<file path="config.mk">
export PLATFORM = sky130hd
export DESIGN_NAME = axi_pulse_throttle
export DESIGN_NICKNAME = d
export VERILOG_FILES = /design/src/rtl/apt_pkg.sv /design/src/rtl/apt_window.sv /design/src/rtl/apt_budget.sv /design/src/rtl/apt_gate.sv /design/src/rtl/axi_pulse_throttle.sv
export SDC_FILE = /design/constraint.sdc
export NUM_CORES = 1
export LEC_CHECK = 0
export BUFFER_PORTS_ARGS = -buffer_cell sky130_fd_sc_hd__buf_2
export CORE_AREA = 2 2 91 93
export CTS_CLUSTER_DIAMETER = 40
export DETAILED_ROUTE_END_ITERATION = 16
export DIE_AREA = 0 0 93 95
export PLACE_DENSITY = 0.73
export SLEW_MARGIN = 20
export SYNTH_ARGS = -nofsm -noshare
export SYNTH_HDL_FRONTEND = slang
export SYNTH_SLANG_ARGS = --single-unit
</file>
<file path="constraint.sdc">
create_clock -name clk -period 11.93 [get_ports clk]
set_input_delay 0.5965 -clock clk [delete_from_list [all_inputs] [get_ports clk]]
set_output_delay 0.5965 -clock clk [all_outputs]
set_load 0.01 [all_outputs]
</file>
<file path="src/rtl/apt_pkg.sv">
package apt_pkg;

    localparam int AXLEN_W = 8;
    localparam int BEATS_W = AXLEN_W + 1;

    typedef logic [AXLEN_W-1:0] axlen_t;

    typedef enum logic {
        PH_SHUT = 1'b0,
        PH_OPEN = 1'b1
    } phase_e;

    // number of data words carried by a burst
    function automatic logic [BEATS_W-1:0] beats_of(input axlen_t len);
        return {1'b0, len} + BEATS_W'(1);
    endfunction

    // width of a counter that must hold values up to and including max_val
    function automatic int width_for(input int max_val);
        return (max_val < 2) ? 1 : $clog2(max_val + 1);
    endfunction

endpackage

</file>
<file path="src/rtl/apt_window.sv">
module apt_window
    import apt_pkg::*;
#(
    parameter int ON_CYCLES  = 5100,
    parameter int OFF_CYCLES = 5100
) (
    input  logic   clk,
    input  logic   rst,
    output phase_e phase,
    output logic   start
);
    localparam int PERIOD = ON_CYCLES + OFF_CYCLES;
    localparam int PH_W   = width_for(PERIOD);

    logic [PH_W-1:0] pos_q;

    always_ff @(posedge clk) begin
        if (rst)                                pos_q <= '0;
        else if (pos_q == PH_W'(PERIOD - 1))   pos_q <= '0;
        else                                    pos_q <= pos_q + PH_W'(1);
    end

    assign start = (pos_q == '0);

    generate
        if (OFF_CYCLES == 0) begin : g_always_open
            assign phase = PH_OPEN;
        end else begin : g_duty
            assign phase = (pos_q < PH_W'(ON_CYCLES)) ? PH_OPEN : PH_SHUT;
        end
    endgenerate

    // the position counter stays inside one period
    assert_period_bound_R4: assert property (@(posedge clk) disable iff (rst)
        pos_q < PH_W'(PERIOD));

endmodule

</file>
<file path="src/rtl/apt_budget.sv">
module apt_budget
    import apt_pkg::*;
#(
    parameter int WORD_CAP = 625
) (
    input  logic   clk,
    input  logic   rst,
    input  logic   start,
    input  logic   ar_take,
    input  axlen_t ar_len,
    input  logic   aw_take,
    input  axlen_t aw_len,
    output logic   under
);
    localparam int CNT_W = width_for(WORD_CAP + 2 * (1 << AXLEN_W));

    logic [CNT_W-1:0] cnt_q, cnt_eff, cnt_d;

    always_comb begin
        cnt_eff = start ? '0 : cnt_q;
        cnt_d   = cnt_eff;
        if (ar_take) cnt_d = cnt_d + CNT_W'(beats_of(ar_len));
        if (aw_take) cnt_d = cnt_d + CNT_W'(beats_of(aw_len));
    end

    always_ff @(posedge clk) begin
        if (rst) cnt_q <= '0;
        else     cnt_q <= cnt_d;
    end

    assign under = (WORD_CAP == 0) || (cnt_eff < CNT_W'(WORD_CAP));

    // an exhausted budget admits nothing
    assert_cap_blocks_R6: assert property (@(posedge clk) disable iff (rst)
        !under |-> (!ar_take && !aw_take));

    // the counter restarts at a period boundary
    assert_restart_R8: assert property (@(posedge clk) disable iff (rst)
        (start && !ar_take && !aw_take) |=> (cnt_q == '0));

endmodule

</file>
<file path="src/rtl/apt_gate.sv">
module apt_gate
    import apt_pkg::*;
#(
    parameter int ID_W   = 4,
    parameter int ADDR_W = 32
) (
    input  logic              allow,
    input  logic              s_valid,
    output logic              s_ready,
    input  logic [ID_W-1:0]   s_id,
    input  logic [ADDR_W-1:0] s_addr,
    input  axlen_t            s_len,
    output logic              m_valid,
    input  logic              m_ready,
    output logic [ID_W-1:0]   m_id,
    output logic [ADDR_W-1:0] m_addr,
    output axlen_t            m_len,
    output logic              take
);
    assign m_valid = s_valid & allow;
    assign s_ready = m_ready & allow;
    assign m_id    = s_id;
    assign m_addr  = s_addr;
    assign m_len   = s_len;
    assign take    = s_valid & m_ready & allow;
endmodule

</file>
<file path="src/rtl/axi_pulse_throttle.sv">
module axi_pulse_throttle
    import apt_pkg::*;
#(
    parameter int ON_CYCLES  = 5100,
    parameter int OFF_CYCLES = 5100,
    parameter int WORD_CAP   = 625,
    parameter int ID_W       = 4,
    parameter int ADDR_W     = 32
) (
    input  logic              clk,
    input  logic              rst,
    input  logic              s_ar_valid,
    output logic              s_ar_ready,
    input  logic [ID_W-1:0]   s_ar_id,
    input  logic [ADDR_W-1:0] s_ar_addr,
    input  logic [7:0]        s_ar_len,
    output logic              m_ar_valid,
    input  logic              m_ar_ready,
    output logic [ID_W-1:0]   m_ar_id,
    output logic [ADDR_W-1:0] m_ar_addr,
    output logic [7:0]        m_ar_len,
    input  logic              s_aw_valid,
    output logic              s_aw_ready,
    input  logic [ID_W-1:0]   s_aw_id,
    input  logic [ADDR_W-1:0] s_aw_addr,
    input  logic [7:0]        s_aw_len,
    output logic              m_aw_valid,
    input  logic              m_aw_ready,
    output logic [ID_W-1:0]   m_aw_id,
    output logic [ADDR_W-1:0] m_aw_addr,
    output logic [7:0]        m_aw_len
);
    phase_e win_phase;
    logic   win_start;
    logic   budget_ok;
    logic   base_allow, ar_allow, aw_allow;
    logic   ar_take, aw_take;

    apt_window #(.ON_CYCLES(ON_CYCLES), .OFF_CYCLES(OFF_CYCLES)) u_window (
        .clk(clk), .rst(rst), .phase(win_phase), .start(win_start)
    );

    apt_budget #(.WORD_CAP(WORD_CAP)) u_budget (
        .clk(clk), .rst(rst), .start(win_start),
        .ar_take(ar_take), .ar_len(s_ar_len),
        .aw_take(aw_take), .aw_len(s_aw_len),
        .under(budget_ok)
    );

    // read has priority: a pending read closes the write channel this cycle
    assign base_allow = !rst && (win_phase == PH_OPEN) && budget_ok;
    assign ar_allow   = base_allow;
    assign aw_allow   = base_allow && !s_ar_valid;

    apt_gate #(.ID_W(ID_W), .ADDR_W(ADDR_W)) u_ar_gate (
        .allow(ar_allow), .s_valid(s_ar_valid), .s_ready(s_ar_ready),
        .s_id(s_ar_id), .s_addr(s_ar_addr), .s_len(s_ar_len),
        .m_valid(m_ar_valid), .m_ready(m_ar_ready),
        .m_id(m_ar_id), .m_addr(m_ar_addr), .m_len(m_ar_len), .take(ar_take)
    );

    apt_gate #(.ID_W(ID_W), .ADDR_W(ADDR_W)) u_aw_gate (
        .allow(aw_allow), .s_valid(s_aw_valid), .s_ready(s_aw_ready),
        .s_id(s_aw_id), .s_addr(s_aw_addr), .s_len(s_aw_len),
        .m_valid(m_aw_valid), .m_ready(m_aw_ready),
        .m_id(m_aw_id), .m_addr(m_aw_addr), .m_len(m_aw_len), .take(aw_take)
    );

    // the shut phase closes both channels in both directions
    assert_shut_closed_R3: assert property (@(posedge clk) disable iff (rst)
        (win_phase == PH_SHUT) |-> (!m_ar_valid && !m_aw_valid && !s_ar_ready && !s_aw_ready));

    // never two address handshakes in one cycle
    assert_one_handshake_R9: assert property (@(posedge clk) disable iff (rst)
        !((s_ar_valid && s_ar_ready) && (s_aw_valid && s_aw_ready)));

endmodule

</file>
* Yosys cells after proc, flatten, opt, wreduce, memory -nomap -nowiden
Cells that the tools add are included. Widths: inputs -> output; s select.
Word-level totals: input bits 94, bits in registers 25, output and inout bits 92, word-level logic and storage cells 29
Operators by class: bitwise operators 8, $add $sub $neg 5, reduce and logical (&&, ||, !) cells 7, $lt $le $gt $ge 2, equality and inequality tests 1, mux-type cells 4
Operator list (count):
- $mux 11 | 3
- $add 11x9->11 | 2
- $add 8x1->9 const B | 2
- $add 14x1->14 const B | 1
- $eq 14x14->1 const B | 1
- $logic_not 14->1 | 1
- $lt 14x13->1 const B | 1
- $lt 11x10->1 const B | 1
- $and 1x1->1 | 8
- $logic_and 1x1->1 | 3
- $logic_not 1->1 | 2
- $reduce_or 2->1 | 1
- $mux 1 | 1

* Logic depth before layout (Yosys ltp)
Gate-level depths: netlist of run 1.
word-level depth 8, gate-level depth with buffers 22, mapped depth without buffers 20

* Modules after synthesis
Synthesis of run 1 repeated with hierarchy kept, for this count alone.
Second synthesis, totals: cell total of the unflattened synthesis 390, area total of the unflattened synthesis 3000.4 um^2
Modules (own cells, without submodules):
- apt_budget | area an instance 1555.2 um^2, seq. area each 220.2 um^2, instances 1, cells an instance 215
- apt_window | area an instance 725.7 um^2, seq. area each 280.3 um^2, instances 1, cells an instance 79
- apt_gate | area an instance 349.1 um^2, seq. area each 0.0 um^2, instances 2, cells an instance 47
- axi_pulse_throttle | area an instance 21.3 um^2, seq. area each 0.0 um^2, instances 1, cells an instance 2

* Worst setup path before layout of run 1
OpenSTA, ideal clock, no wires.
path type register to register, from register u_window.pos_q[2], to register u_budget.cnt_q[7], stages on the path, launching flop included 17, required time 11808 ps, arrival 4119 ps, period minus slack after synthesis 4241 ps, path buffers 2, library setup time 122 ps, path slack 7689 ps, path through dfxtp_1 or4_1 or4_4 buf_6 clkbuf_1 and2_1 ha_1 and3_1 a221oi_2 xnor2_1 mux2_2 ha_1 o21a_1 o31ai_1 a21oi_1 xor2_1 a221o_1
Between the ends: word-level cells in the longest chain between the ends 8, elaborated cells on any way between the ends 14, those cells by class add/sub: 2; order compare: 2; mux: 4; bitwise: 2; reduce/logical: 4
RTL lines:
- from (decl) | RTL line apt_window.sv:15 | logic [PH_W-1:0] pos_q;
- from (signal assigned) | RTL line apt_window.sv:20 | else pos_q <= pos_q + PH_W'(1);
- $logic_not 14->1 / $lt 14x13->1 (equally long branches) | RTL line apt_window.sv:23, apt_window.sv:29
- $mux 11 / $mux 1 (equally long branches) | RTL line apt_budget.sv:20, apt_window.sv:29
- $lt 11x10->1 / $logic_and 1x1->1 (equally long branches) | RTL line apt_budget.sv:31, axi_pulse_throttle.sv:51
- $logic_and 1x1->1 | RTL line axi_pulse_throttle.sv:51 | assign base_allow = !rst && (win_phase == PH_OPEN) && budget_ok;
- $and 1x1->1 | RTL line apt_gate.sv:25 | assign take = s_valid & m_ready & allow;
- $mux 11 | RTL line apt_budget.sv:22 | if (ar_take) cnt_d = cnt_d + CNT_W'(beats_of(ar_len));
- $add 11x9->11 | RTL line apt_budget.sv:23 | if (aw_take) cnt_d = cnt_d + CNT_W'(beats_of(aw_len));
- $mux 11 * | RTL line apt_budget.sv:23
- to (signal assigned) | RTL line apt_budget.sv:28 | else cnt_q <= cnt_d;
- to (decl) | RTL line apt_budget.sv:17 | logic [CNT_W-1:0] cnt_q, cnt_eff, cnt_d;
Mark *: on every way between the ends. The rest lies on a longest branch, timed or not. A chain may end at the register's enable or synchronous reset.

* Worst setup path in the final report of run 1
from register u_window.pos_q[2], to register u_budget.cnt_q[8]
Same word-level chain as after synthesis.

==> results of run 1 <==
[critical path: stages, from the launching register on]
cell and delay, ps:
dfxtp_1 380, or4_1 570, or4_4 650, a2111oi_4 920, mux2_2 330, ha_1 180, inv_1 60, fa_1 410
a211oi_1 330, o21a_1 200, o21bai_1 80, a21o_1 190, a21o_1 180, mux2i_1 110
[metal layers]
layer / routed length (um) / track usage / vias up
li1: - / - / 970
met1: 2440 / 0.152 / 923
met2: 2440 / 0.206 / 82
met3: 397 / 0.0200 / 22
met4: 127 / 0.0466 / 0
met5: 0 / 0 / -
[area by class of cell]
cell class | instances | area share
clock buffers | 4 | 0.0189
inverters | 15 | 0.0237
multi-input cells | 200 | 0.606
flip-flops and latches | 25 | 0.210
well taps | 105 | 0.0552
repair buffers | 41 | 0.0862
[power groups by stage]
| stage | logic, mW | registers (mW) | clock network (mW) |
|---|---|---|---|
| global placement | 0.0603 | 0.0905 | 0 |
| CTS | 0.0625 | 0.0886 | 0.0511 |
| detailed placement | 0.0621 | 0.0906 | 0 |
| floorplan | 0.0749 | 0.0898 | 0 |
| global route | 0.0703 | 0.0891 | 0.0534 |
| finish | 0.0624 | 0.0887 | 0.0500 |
[cell usage after synthesis, types with 2 or more instances]
| library cell | number |
|---|---|
| a211oi_1 | 6 |
| a21o_1 | 5 |
| a21oi_1 | 9 |
| a22o_1 | 2 |
| a31oi_1 | 3 |
| and2_1 | 10 |
| and3_1 | 5 |
| buf_4 | 89 |
| buf_6 | 2 |
| clkbuf_1 | 2 |
| dfxtp_1 | 25 |
| fa_1 | 2 |
| ha_1 | 18 |
| inv_1 | 15 |
| mux2_2 | 3 |
| mux2i_1 | 6 |
| nand2_1 | 15 |
| nand2b_1 | 3 |
| nand3_1 | 5 |
| nand4_1 | 4 |
| nor2_1 | 29 |
| nor2b_1 | 3 |
| nor3_1 | 5 |
| nor4_1 | 2 |
| o21a_1 | 5 |
| o21ai_0 | 14 |
| or3_1 | 5 |
| or4_1 | 2 |
| xnor2_1 | 8 |
| xor2_1 | 9 |
[sequential cells by signal, summed over array words and instances (netlist names)]
register	count
u_window.pos_q	14
u_budget.cnt_q	11
[final timing paths]
path                            startpoint                             to  slack (ps)  depth (start not counted)
max           u_window.pos_q[2]$_SDFF_PP0_   u_budget.cnt_q[8]$_SDFF_PP0_        7280                         13
min          u_budget.cnt_q[10]$_SDFF_PP0_  u_budget.cnt_q[10]$_SDFF_PP0_         460                          2
max reg2reg   u_window.pos_q[2]$_SDFF_PP0_   u_budget.cnt_q[8]$_SDFF_PP0_        7280                         13
min reg2reg  u_budget.cnt_q[10]$_SDFF_PP0_  u_budget.cnt_q[10]$_SDFF_PP0_         460                          2
[cell families after synthesis]
family,share of synthesized area
flops,0.185
buf+inv,0.281
xor+xnor,0.0551
compound gates,0.172
simple gates,0.173
mux,0.0348
fa+ha+maj,0.0982
[per-stage QoR]
stage | util | total power [mW] | cells | area [sq um] | hold WS, ps
2_1_floorplan | - | 0.165 | 334 | 2700 | 416
3_3_place_gp | 0.295 | 0.151 | 386 | 2330 | 437
3_5_place_dp | 0.295 | 0.153 | 386 | 2330 | 447
4_1_cts | 0.300 | 0.202 | 390 | 2380 | 459
5_1_grt | 0.300 | 0.213 | 390 | 2380 | 499
6_report | 0.300 | 0.201 | 390 | 2380 | 458
==> out/qor.yml, run 1 <==
timing:
  period_share: 0.390
  finalMaxSlewViolations: 0
  maxSlewHeadroom: 0.322
  clock_skew_ps: 4.07
  setup_viol: 0
  tightestPinTransition_ps: 1020
  tns_ps: 0
  rsz0062_at_grt: "false"
  layout_min_cycle_time_ps: 4650
  fmax_mhz: 215
  finalHoldViolations: 0
  fin_ws_ps: 7280
floorplanning:
  fp.dieW_um: 93
  start_util: 0.341
  core.rowCount: 33
  die_y_um: 95
  ios: 186
  coreArea_sq_um: 7930
  die-area_sq_um: 8840
clocking:
  numCtsBuffers: 3
  cts_sinks: 25
  tritoncts: "done"
  cts_resized: 0
  ctsRootBufferMaster: "clkbuf_8"
  holdBufCountCts: 0
  ctsLongestPathBuffers: 2
  clkTransAtPathRegs_ps: 90
  htree_levels: 1
  cts_setup_buffers: 0
  clkLatencyLatePin_ps: 270
global_routing:
  grt_first_pass_wirelength_um: 8820
  grt_antenna_before_repair: 0
  grt_pass1_vias: 1934
  grt_max_degree: 17
  track_usage: 0.121
  grt.overflow.total: 0
worst_setup_path:
  cp_data_arrival_time_ps: 4850
  critPathCaptureType: "flop"
  critPathLaunchType: "flop"
  crit_fanout: 16
  worstPathRequired_ps: 12130
  worst-setup-path-type: "flop to flop"
worst_hold_path:
  holdCritPathClass: "flop to flop"
power:
  p_sw_uw: 64.2
  p_leak_nw: 1.05
  power.share.clock: 0.249
  p_sw_frac: 0.319
  irDropWorstVdd_mv: 0.0437
  power_density_nw_per_um2: 84.5
  power.internal_uw: 137
  pwr-share-seq: 0.441
  pwr-share-comb: 0.310
placed_design:
  io_buffer_count: 41
  hpwl_um: 4300
  gp_congestion: 0.908
  dp_slack_ps: 7360
logic_synthesis:
  syn_area_sq_um: 2700
  yosysWarnings: 0
  synth_top_area_frac: 0.247
  yosysSeqAreaShare: 0.185
  ys_types: 53
  async_reset_ff_frac: 0
  synthCells: 334
  synth-main-ff-cell: "dfxtp_1"
  synth_edf_count: 0
  yosysTopAreaCell: "buf_4"
  synthesis.nets: 448
  syn_area_per_cell_sq_um: 8.08
  netlist_top_cells_area: "buf_4 (25%), dfxtp_1 (19%), ha_1 (8.3%), nor2_1 (4.0%), xor2_1 (2.9%)"
  synth-seq-cells: 25
route:
  routed_wl_um: 5400
  drc: 0
  drt_first_pass_iters: 4
  routed_via_density: 5.12
  drtIter0Drc: 118
  wl_per_cell_um: 13.9
  vias: 1997
  drtAntennaViolNets: 0
layout:
  final_cell_mix: "buf_2 (41), nor2_1 (29), dfxtp_1 (25)"
  nets: 400
  ff_latch_area_sq_um: 500
  fill_cells: 861
  areaGrowthSynthToFinish_pct: -11.9
  layout_commonest_cell: "buf_2"
  antenna_cells: 0
  drive_gt1_frac: 0.196
  multi_input_area_sq_um: 1440
flow_run:
  cap_viol_max_count: 0
outcome:
  status: "finished clean"
(Power assumes the default switching activity.)
==> run 2, diff against run 1 <==
==> constraint.sdc (replaced) <==
create_clock -name clk -period 4.59 [get_ports clk]
set_input_delay 0.2295 -clock clk [delete_from_list [all_inputs] [get_ports clk]]
set_output_delay 0.2295 -clock clk [all_outputs]
set_load 0.01 [all_outputs]
==> out/qor.yml, run 2 (synthesized netlist as in run 1, its figures left out) <==
route:
  drtIter0Drc: 87  # -26%
  drt_first_pass_iters: 4  # unchanged
  routed_via_density: 5.11  # -0.27%
  vias: 2012  # +0.75%
  wl_per_cell_um: 13.7  # -1.2%
  drc: 0  # unchanged
  drtAntennaViolNets: 0  # unchanged
  routed_wl_um: 5390  # -0.22%
global_routing:
  grt_max_degree: 16  # -1
  grt_pass1_vias: 1835  # -5.1%
  grt_first_pass_wirelength_um: 8370  # -5.1%
  grt_antenna_before_repair: 0  # unchanged
  met2_usage: 0.202  # -0.00423
  busiest_layer: "met2"
  grt.met3_usage: 0.0231  # +0.00319
  track_usage: 0.117  # -0.00343
  grtUsageMet1: 0.146  # -0.00656
  grt.overflow.total: 0  # unchanged
placed_design:
  io_buffer_count: 41  # unchanged
  gp_congestion: 0.924  # +1.8%
  dp_slack_ps: 182  # -7170 ps
  placed_cells: 388  # +0.52%
  hpwl_um: 4190  # -2.6%
timing:
  rsz0062_at_grt: "false"
  maxSlewHeadroom: 0.519  # +0.197
  fmax_mhz: 232  # +7.8%
  tightestPinTransition_ps: 703  # -314 ps
  finalMaxSlewViolations: 0  # unchanged
  setup_viol: 0  # unchanged
  finalHoldViolations: 0  # unchanged
  period_share: 0.940  # +0.550
  layout_min_cycle_time_ps: 4310  # -338 ps
  tns_ps: 0  # unchanged
  fin_ws_ps: 276  # -7000 ps
  clock_skew_ps: 1.07  # -3.00 ps
worst_setup_path:
  worst-setup-path-type: "flop to flop"
  cp_data_arrival_time_ps: 4490  # -360 ps
  worstPathRequired_ps: 4770  # -7360 ps
  crit_fanout: 10  # -6
  critPathLaunchType: "flop"
  critPathCaptureType: "flop"
floorplanning:
  coreArea_sq_um: 7930  # unchanged
  core.rowCount: 33  # unchanged
  die-area_sq_um: 8840  # unchanged
  fp.dieW_um: 93  # unchanged
  die_y_um: 95  # unchanged
  start_util: 0.341  # unchanged
  ios: 186  # unchanged
power:
  irDropWorstVdd_mv: 0.146  # +230%
  p_leak_nw: 1.07  # +1.8%
  power_density_nw_per_um2: 222  # +160%
  p_total_uw: 538  # +170%
worst_hold_path:
  holdCritPathClass: "input pin to flop"
layout:
  ff_latch_area_sq_um: 500  # unchanged
  areaGrowthSynthToFinish_pct: -10.3
  multi_input_area_sq_um: 1450  # +0.52%
  final_util: 0.305  # +0.00521
  largest_reg_flops: 14  # unchanged
  fin_cells: 394  # +1.0%
  final_cell_mix: "buf_2 (41), nor2_1 (29), dfxtp_1 (25)"
  fill_cells: 874  # +1.5%
  layout_commonest_cell: "buf_2"
  regMostFlops: "u_window.pos_q"
  nets: 404  # +1.0%
  drive_gt1_frac: 0.218  # +0.0215
  largest_registers: "u_window.pos_q (14), u_budget.cnt_q (11)"
  antenna_cells: 0  # unchanged
clocking:
  cts_sinks: 25  # unchanged
  htree_levels: 1  # unchanged
  numCtsBuffers: 3  # unchanged
  ctsLongestPathBuffers: 2  # unchanged
  tritoncts: "done"
  clkLatencyLatePin_ps: 280  # about the same
  clkTransAtPathRegs_ps: 90  # about the same
  ctsRootBufferMaster: "clkbuf_8"
outcome:
  status: "finished clean"
flow_run:
  cap_viol_max_count: 0  # unchanged
-- run 2: power breakdown --
| part | switching, mW | internal (mW) | leakage [nW] | total, mW |
|---|---|---|---|---|
| clock network | 0.0780 | 0.0618 | 0.0217 | 0.140 |
| logic | 0.0940 | 0.0737 | 0.849 | 0.168 |
| registers | 0.00652 | 0.224 | 0.203 | 0.231 |
-- run 2: layout make-up --
type                    count  area share
clock buffers               3      0.0171
clock inverters             1     0.00310
inverters                  15      0.0233
multi-input cells         200       0.598
flip-flops and latches     25       0.207
well taps                 105      0.0543
repair buffers             45      0.0972
-- run 2: routing by layer --
metal	wire [um]	vias up	share of wire
li1	-	975	-
met1	2390	955	0.44
met2	2550	62	0.47
met3	331	20	0.061
met4	121	0	0.022
met5	0	-	0
-- run 2: timing repair --
item                                    in CTS  in global routing
hold buffers                                 0                  0
resized for setup                            0                  2
setup buffers                                0                  2
endpoints found under the setup margin       0                  4
endpoints found under the hold margin        0                  0
-- run 2: metrics by stage --
| stage | area (sq um) | hold WS, ps |
|---|---|---|
| 3_3_place_gp | 2350 | 422 |
| 4_1_cts | 2400 | 354 |
| 2_1_floorplan | 2700 | 416 |
| 6_report | 2420 | 365 |
| 3_5_place_dp | 2350 | 429 |
| 5_1_grt | 2420 | 380 |
-- run 2: worst paths after layout --
kind                            slack, ps                       endpoint                           from  cells past startpoint
worst max-delay path                  280   u_budget.cnt_q[7]$_SDFF_PP0_   u_window.pos_q[5]$_SDFF_PP0_                     17
worst min-delay path                  360   u_budget.cnt_q[0]$_SDFF_PP0_                            rst                      2
worst max register to register        280   u_budget.cnt_q[7]$_SDFF_PP0_   u_window.pos_q[5]$_SDFF_PP0_                     17
worst min register to register        440  u_budget.cnt_q[10]$_SDFF_PP0_  u_budget.cnt_q[10]$_SDFF_PP0_                      2
-- run 2: critical path, cell delays in order, from the launching register on --
cell and delay (ps):
dfxtp_1 350, or4_1 590, or4_4 610, nand2_1 170, inv_1 60, ha_1 250
nor2b_1 130, o21ai_0 200, a21oi_2 110, a31oi_1 240, xor2_1 220, mux2i_1 100
ha_1 330, o21a_1 150, o31ai_1 80, a21oi_2 200, xor2_1 90, a221o_1 310
==> run 3, diff against run 2 <==
--- a/config.mk
+++ b/config.mk
@@ -6,12 +6,13 @@
 export NUM_CORES = 1
 export LEC_CHECK = 0
 export BUFFER_PORTS_ARGS = -buffer_cell sky130_fd_sc_hd__buf_2
-export CORE_AREA = 2 2 91 93
+export CORE_AREA = 2 2 96 98
 export CTS_CLUSTER_DIAMETER = 40
 export DETAILED_ROUTE_END_ITERATION = 16
-export DIE_AREA = 0 0 93 95
-export PLACE_DENSITY = 0.73
+export DIE_AREA = 0 0 98 100
+export PLACE_DENSITY = 0.7
 export SLEW_MARGIN = 20
 export SYNTH_ARGS = -nofsm -noshare
 export SYNTH_HDL_FRONTEND = slang
+export SYNTH_HIERARCHICAL = 1
 export SYNTH_SLANG_ARGS = --single-unit
==> constraint.sdc (replaced) <==
create_clock -name clk -period 4.25 [get_ports clk]
set_input_delay 0.2125 -clock clk [delete_from_list [all_inputs] [get_ports clk]]
set_output_delay 0.2125 -clock clk [all_outputs]
set_load 0.01 [all_outputs]
==> out/qor.yml, run 3 <==
outcome:
  status: "finished with violations"
  violations: "setup timing"
layout:
  nets: 519  # +28%
  layout_commonest_cell: "buf_4"
  drive_gt1_frac: 0.464  # +0.246
  largest_reg_flops: 14  # unchanged
  areaGrowthSynthToFinish_pct: 20.1
  antenna_cells: 0  # unchanged
  final_area_sq_um: 3600  # +49%
  final_cell_mix: "buf_4 (71), buf_2 (41), nor2_1 (32)"
  regMostFlops: "u_window/pos_q"
  largest_registers: "u_window/pos_q (14), u_budget/cnt_q (11)"
worst_setup_path:
  cpMaxStageDelayCell: "or4b_4"
  worst-setup-path-type: "flop to flop"
  worstReg2RegEnd: "u_budget/cnt_q[8]$_SDFF_PP0_"
  worst-r2r-cell-count: 26  # +9
  cp_top_family: "simple AND/OR/NAND/NOR gates"
  crit_top_cell: "o21ai_2"
  crit_buf_inv: 4  # +3
  rrSetupSlack_ps: -370  # -640 ps
  worstPathRequired_ps: 4450  # -320 ps
  max_stage_delay_ps: 460  # -150 ps
  critPathCaptureType: "flop"
  critPathLaunchType: "flop"
  critPathLaunch: "u_window/pos_q[1]$_SDFF_PP0_"
  cp_data_arrival_time_ps: 4810  # +320 ps
  r2r-start: "u_window/pos_q[1]$_SDFF_PP0_"
  crit_fanout: 5  # -5
worst_hold_path:
  min_to: "u_budget/cnt_q[3]$_SDFF_PP0_"
  holdPathStages: 2  # unchanged
  hp-start: "rst"
  holdCritPathClass: "input pin to flop"
logic_synthesis:
  synth.most_common_cell: "buf_4"
  synth-seq-cells: 25  # unchanged
  synthesis.nets: 501  # +12%
  yosysTopAreaCell: "buf_4"
  syn_area_per_cell_sq_um: 7.69  # -4.8%
  synth-compound-area-share: 0.169  # -0.00307
  ys_types: 60  # +13%
  synthAdderAreaFrac: 0.0771  # -0.0211
  synthCells: 390  # +17%
  synthTopCellsByCount: "buf_4 (89), nor2_1 (34), nand2_1 (27), dfxtp_1 (25), inv_1 (17)"
  synthMuxAreaShare: 0.00709  # -0.0277
  syn_area_sq_um: 3000  # +11%
  synth-xor-area-share: 0.0759  # +0.0208
  yosysSeqAreaShare: 0.167  # -0.0186
  async_reset_ff_frac: 0  # unchanged
  synth_edf_count: 0  # unchanged
  netlist_top_cells_area: "buf_4 (22%), dfxtp_1 (17%), ha_1 (6.7%), xor2_1 (4.7%), nor2_1 (4.3%)"
  synth-main-ff-cell: "dfxtp_1"
  yosysWarnings: 6  # +6
  synth_top_family_by_area: "buffers and inverters"
  synth_top_area_frac: 0.223  # -0.0248
  synthSimpleGateAreaFrac: 0.231  # +0.0577
timing:
  finalHoldViolations: 0  # unchanged
  layout_min_cycle_time_ps: 4620  # +302 ps
  tightestPinTransition_ps: 571  # -132 ps
  fmax_mhz: 217  # -6.5%
  maxSlewHeadroom: 0.619  # +0.0996
  clock_skew_ps: 1.12  # +0.0543 ps
  rsz0062_at_grt: "true"
  fin_ws_ps: -365  # -642 ps
  finalMaxSlewViolations: 0  # unchanged
  setup_viol: 5  # +5
  period_share: 1.09  # +0.146
  tns_ps: -1300  # -1300 ps
floorplanning:
  die-area_sq_um: 9800  # +11%
  die_y_um: 100  # +5.3%
  fp.dieW_um: 98  # +5.4%
  core.rowCount: 35  # +6.1%
  ios: 186  # unchanged
  coreArea_sq_um: 8890  # +12%
  start_util: 0.338  # -0.00308
clocking:
  clkTransAtPathRegs_ps: 90  # about the same
  cts_sinks: 25  # unchanged
  ctsRootBufferMaster: "clkbuf_8"
  ctsLongestPathBuffers: 2  # unchanged
  clkLatencyLatePin_ps: 270  # about the same
  tritoncts: "done"
  htree_levels: 1  # unchanged
  numCtsBuffers: 3  # unchanged
route:
  drc: 0  # unchanged
  wl_per_cell_um: 15.2  # +11%
  drtIter0Drc: 139  # +60%
  routed_wl_um: 7870  # +46%
  vias: 2735  # +36%
  drtAntennaViolNets: 0  # unchanged
  routed_via_density: 5.28  # +3.4%
  drt_first_pass_iters: 4  # unchanged
power:
  p_sw_frac: 0.339  # +0.00721
  pwr-share-comb: 0.422  # +0.111
  irDropWorstVdd_mv: 0.136  # -6.5%
  power.internal_uw: 452  # +26%
  p_sw_uw: 232  # +30%
  p_leak_nw: 1.58  # +47%
  pwr-share-seq: 0.364  # -0.065
  power.share.clock: 0.214  # -0.046
  power_density_nw_per_um2: 190  # -15%
  p_total_uw: 684  # +27%
placed_design:
  hpwl_um: 5390  # +29%
  dpl_cell_area_sq_um: 2960  # +26%
  gp_congestion: 0.870  # -5.8%
  dp_slack_ps: -367  # -549 ps
  io_buffer_count: 41  # unchanged
global_routing:
  grt_antenna_before_repair: 0  # unchanged
  grt_max_degree: 16  # unchanged
  grt_pass1_vias: 2533  # +38%
  track_usage: 0.141  # +0.0234
  grt.overflow.total: 0  # unchanged
  grt_first_pass_wirelength_um: 11600  # +38%
flow_run:
  cap_viol_max_count: 0  # unchanged
[run 3: metal layers]
metal,global-route usage,routed length [um],part of all wire
met1,0.161,3190,0.41
met2,0.260,4010,0.51
met3,0.0244,392,0.050
met4,0.0534,277,0.035
met5,0,0,0
[run 3: logic make-up after synthesis]
logic type	count (synthesis)
and+or+nand+nor	130
buffers and inverters	121
AOI/OAI and AO/OA	68
xor gates and xnor gates	26
DFF	25
adders and majority gates	18
muxes	2
[run 3: how the worst max path moves through the flow]
stage               slack [ps]                            end  cells after the start
finish                    -370   u_budget/cnt_q[8]$_SDFF_PP0_                     26
global route              -590   u_budget/cnt_q[8]$_SDFF_PP0_                     26
CTS                       -300  u_budget/cnt_q[10]$_SDFF_PP0_                     25
detailed placement        -370  u_budget/cnt_q[10]$_SDFF_PP0_                     22
global placement          -330  u_budget/cnt_q[10]$_SDFF_PP0_                     22
floorplan                 -230  u_budget/cnt_q[10]$_SDFF_PP0_                     26
[run 3: area by class of cell]
cell class,instances,area [sq um]
Inverter,17,76.3
Fill cell,840,5290
Tap cell,111,139
Clock buffer,4,45.0
Sequential cell,25,503
Multi-Input combinational cell,245,2050
Timing Repair Buffer,116,787
[run 3: worst register-to-register path: cells and delay by family (launching register included)]
| family | cells | cell delay, ps |
|---|---|---|
| compound gates | 8 | 1260 |
| buf+inv | 4 | 400 |
| flops | 1 | 330 |
| mux | 1 | 320 |
| simple gates | 10 | 1580 |
| fa+ha+maj | 3 | 630 |
[run 3: repair_timing]
action	4_1_cts	5_1_grt
cloned	0	1
buffers inserted	24	14
pin swaps	17	46
hold buffers	0	0
setup endpoints to repair	5	13
gates resized for setup	25	49
[run 3: power by group through the flow]
stage / sequential (mW) / combinational [mW] / clock [mW]
2_1_floorplan: 0.249 / 0.216 / 0
3_3_place_gp: 0.252 / 0.201 / 0
3_5_place_dp: 0.253 / 0.207 / 0
4_1_cts: 0.247 / 0.234 / 0.146
5_1_grt: 0.251 / 0.311 / 0.154
6_report: 0.249 / 0.288 / 0.146
[run 3: stage by stage]
stage	instances	hold slack (ps)	util
6_report	518	289	0.405
2_1_floorplan	390	372	-
5_1_grt	518	299	0.405
3_5_place_dp	477	425	0.333
4_1_cts	505	281	0.369
3_3_place_gp	477	425	0.333
